==> src/rtl/late_write_sram.sv <==
module late_write_sram #(
  parameter int ADDR_W = 6,
  parameter int DATA_W = 16
) (
  input  logic                  clk,
  input  logic                  rst_n,
  input  logic                  cmd_vld,
  input  logic                  cmd_wr,
  input  logic [ADDR_W-1:0]     cmd_addr,
  input  logic [2*DATA_W-1:0]   wdata,
  output logic                  rd_valid,
  output logic [2*DATA_W-1:0]   rd_data
);
  localparam int WORD_W = 2 * DATA_W;
  localparam int DEPTH  = 1 << ADDR_W;

  logic [WORD_W-1:0] mem [DEPTH];
  logic              buf_vld;
  logic              data_due;
  logic [ADDR_W-1:0] wr_addr_q;
  logic [WORD_W-1:0] wr_data_q;

  logic              is_wr, is_rd, hit;
  logic [WORD_W-1:0] buf_word, rd_word;

  assign is_wr    = cmd_vld & cmd_wr;
  assign is_rd    = cmd_vld & ~cmd_wr;
  assign buf_word = data_due ? wdata : wr_data_q;
  assign hit      = buf_vld && (cmd_addr == wr_addr_q);
  assign rd_word  = hit ? buf_word : mem[cmd_addr];

  always_ff @(posedge clk) begin
    if (is_wr && buf_vld) mem[wr_addr_q] <= buf_word;
  end

  always_ff @(posedge clk or negedge rst_n) begin
    if (!rst_n) begin
      buf_vld   <= 1'b0;
      data_due  <= 1'b0;
      wr_addr_q <= '0;
      wr_data_q <= '0;
      rd_valid  <= 1'b0;
      rd_data   <= '0;
    end else begin
      data_due <= is_wr;
      rd_valid <= is_rd;
      if (is_wr) begin
        buf_vld   <= 1'b1;
        wr_addr_q <= cmd_addr;
      end
      if (data_due) wr_data_q <= wdata;
      if (is_rd) rd_data <= rd_word;
    end
  end
endmodule

==> config.mk <==
export PLATFORM = sky130hd
export DESIGN_NAME = late_write_sram
export DESIGN_NICKNAME = d
export VERILOG_FILES = /design/src/rtl/late_write_sram.sv
export SDC_FILE = /design/constraint.sdc
export NUM_CORES = 2
export LEC_CHECK = 0
export ABC_AREA = 1
export BUFFER_PORTS_ARGS = -buffer_cell sky130_fd_sc_hd__buf_2
export CORE_ASPECT_RATIO = 0.9
export CORE_UTILIZATION = 45
export DETAILED_ROUTE_END_ITERATION = 8
export PLACE_DENSITY = 0.66
export SLEW_MARGIN = 30
export SYNTH_ARGS = -nofsm -noshare
export SYNTH_HDL_FRONTEND = slang
export SYNTH_SLANG_ARGS = --single-unit
==> constraint.sdc <==
create_clock -name clk -period 2.9 [get_ports clk]
set_clock_uncertainty 0.05 [all_clocks]
set_input_delay 0.145 -clock clk [delete_from_list [all_inputs] [get_ports clk]]
set_output_delay 0.145 -clock clk [all_outputs]
set_load 0.03 [all_outputs]
==> impl_results.md <==
- Status: completed
- Core Area: 187000 um2
- CTS tree: yes
- Area contributors post-synth: edfxtp_1 72%, nand3_1 12%, nand2_1 10%, dfrtp_1 2.1%, buf_2 1.4%
- Number of remaining DRC errors: 0
- Final Max Slew Viols: 0
- Num rows: 150
- Commonest non-fill, non-tap cell in the layout: nand2_1
- Final hold violations: 0
- Placed insts: 9513
- Largest net degree at the start of global routing: 139
- Net count, final: 7284
- GRT busiest layer: met2
- Final std cells w/o fill: 9918
- Setup WS pre-CTS: 0.186 ns
- Synth warn: 0
- RSZ-0062 raised after global routing: false
- Area share of the largest cell type after synthesis: 72.3%
- Cell Pwr Density: 676 nW/um2
- Cts hold-fix bufs: 37
- First-pass DRT Iterations: 6
- Worst-Margin Slew: 0.955 ns
- GR Util met1: 36.6%
- Relative slew slack: 36.3%
- Cell taking the most area after synthesis: edfxtp_1
- Synth cell types: 26
- Port Buffer Count: 74
- Worst setup EP type: flop
- Most frequent cells in the layout: 2290 x nand2_1, 2048 x edfxtp_1, 1973 x nand3_1
- Clock Path Buffers: 3
- Initial antenna violation count: 9
- Maximum VDD drop: 688 uV
- Global placement routability congestion: 0.914
- Hold Crit Class: in -> reg
- Starting Density: 45.5%
- Reg clk slew, reported paths: 0.07 ns
- Share of layout cells above drive strength 1: 10.4%
- CTS root buf: clkbuf_16
- Met3 Use GR: 4.90%
- Kind of critical path: reg -> reg
- Vias per cell: 5.88
- Hpwl dp: 141000 um
- Worst Path Arrival: 2.95 ns
- Worst-Skew Late Latency: 0.86 ns
- GRT Util Overall: 26.4%
- CP Launch Type: flop
- Routed length per instance: 25.6 um
- Via count: 58.3k
- Register area share after synthesis: 74.5%
- Routed WL: 254000 um
- Syn Area/Cell: 12.0 um2
- Worst EP required: 3.33 ns
- Max Cap Violations: 0
- Crit path max-delay family: buffers and inverters
- Met2 Use GR: 40.0%
- Post-CTS setup buffer count: 0
- Final WS setup: 0.383 ns
- Number of CTS-inserted buffers: 198
- R2r setup slk: 0.38 ns
- Synth Net Count: 7127
- Total Neg Setup Slack: 0 ns
- Maximum clock rate: 397 MHz
- Boundary Pins: 75
- Max incr delay on CP: 0.72 ns
- DIE WIDTH: 460 um
- # setup viols final: 0
- Resized Gates After CTS: 0
- CP max FO: 64
- First-pass GRT wire length: 371000 um
- Mapped Cells: 7085
- GRT overflow: 0
- Synth-to-Final Area Change: 14.6%
- Mapped Area: 85000 um2
- Vias in the first global route: 54.9k
- CP Cell Sequence: buf_12 -> nand2_1 -> o21ai_0 -> inv_2 -> buf_4
- H-tree depth: 4
- Clock sink count: 2121
- Routed Antenna Nets: 0
- Worst Path Buf+Inv: 3
- Die area: 191000 um2
- Initial DRC Count: 8291
- Tmin final: 2.52 ns
- Period utilization: 86.8%
- Die Ht: 414 um
- Post-synthesis register bit count: 2121
- Pleak: 34.5 nW
- Worst hold slack: 0.0627 ns
- Worst path slowest cell: buf_4
[final cells by class]
type | count | area (um2)
Fill cell | 15511 | 89300
Multi-Input combinational cell | 4415 | 19700
Antenna cell | 4 | 10.0
Clock buffer | 249 | 5220
Inverter | 82 | 343
Timing Repair Buffer | 424 | 4790
Clock inverter | 115 | 937
Tap cell | 2508 | 3140
Sequential cell | 2121 | 63300
[cell usage after synthesis, drive strengths merged]
library cell / count
a21oi: 33
buf: 307
clkbuf: 159
clkinv: 1
dfrtp: 73
dlygate4sd1: 1
edfxtp: 2048
inv: 81
nand2: 2290
nand3: 1975
nand4: 8
nor2: 67
nor4: 1
o2111ai: 1
o211ai: 1
o21ai: 38
xor2: 1
[worst register-to-register path, cell delays in order (launching register included)]
cell     delay, ns
dfrtp_2       0.62
buf_12        0.28
nand2_1       0.09
o21ai_0       0.18
inv_2         0.11
buf_4         0.72
[kinds of logic (layout without fill, tap and decap cells)]
family                    after synthesis  in the layout  synth area share (%)
buffers and inverters                 549            870                  2.91
AOI/OAI and AO/OA                      73             73                 0.450
DFF                                  2121           2121                  74.5
and+or+nand+nor                      4341           4341                  22.1
other                                   0              4                     0
xor gates and xnor gates                1              1                0.0191
[worst paths after layout]
| kind | start | end | depth (start not counted) |
|---|---|---|---|
| max | data_due | mem[60][18] | 5 |
| min | cmd_addr[5] | rd_data[23] | 7 |
| max reg2reg | data_due | mem[60][18] | 5 |
| min reg2reg | rd_data[1] | rd_data[1] | 2 |
| max in group asynchronous | rst_n | rd_data[7] | 4 |
| min in group asynchronous | rst_n | rd_data[28] | 4 |
[per-layer routing]
metal / share of wire, % / wire (um) / vias up
li1: - / - / 25448
met1: 39 / 97800 / 28641
met2: 45 / 115000 / 3622
met3: 11 / 27800 / 614
met4: 5.3 / 13400 / 2
met5: 0.0028 / 7 / -
[sequential cells by signal, indices dropped and copies added (netlist names)]
| register | flops |
|---|---|
| buf_vld | 1 |
| data_due | 1 |
| rd_valid | 1 |
| rd_data | 32 |
| wr_data_q | 32 |
| wr_addr_q | 6 |
| mem | 2048 |
[where the power goes]
group          total (mW)  internal (mW)  switching (mW)
clock                25.2           13.9            11.4
combinational        5.84           1.36            4.48
sequential           34.8           34.6           0.215
[through the flow]
step | total power [mW] | util (%) | cell area, um2
CTS | 66.0 | 52.2 | 97400
finish | 65.9 | 52.2 | 97500
floorplan | 38.3 | - | 85000
global route | 67.6 | 52.2 | 97400
detailed placement | 41.1 | 48.7 | 90900
global placement | 41.0 | 48.7 | 90900
Power figures use the tool's default switching activity.
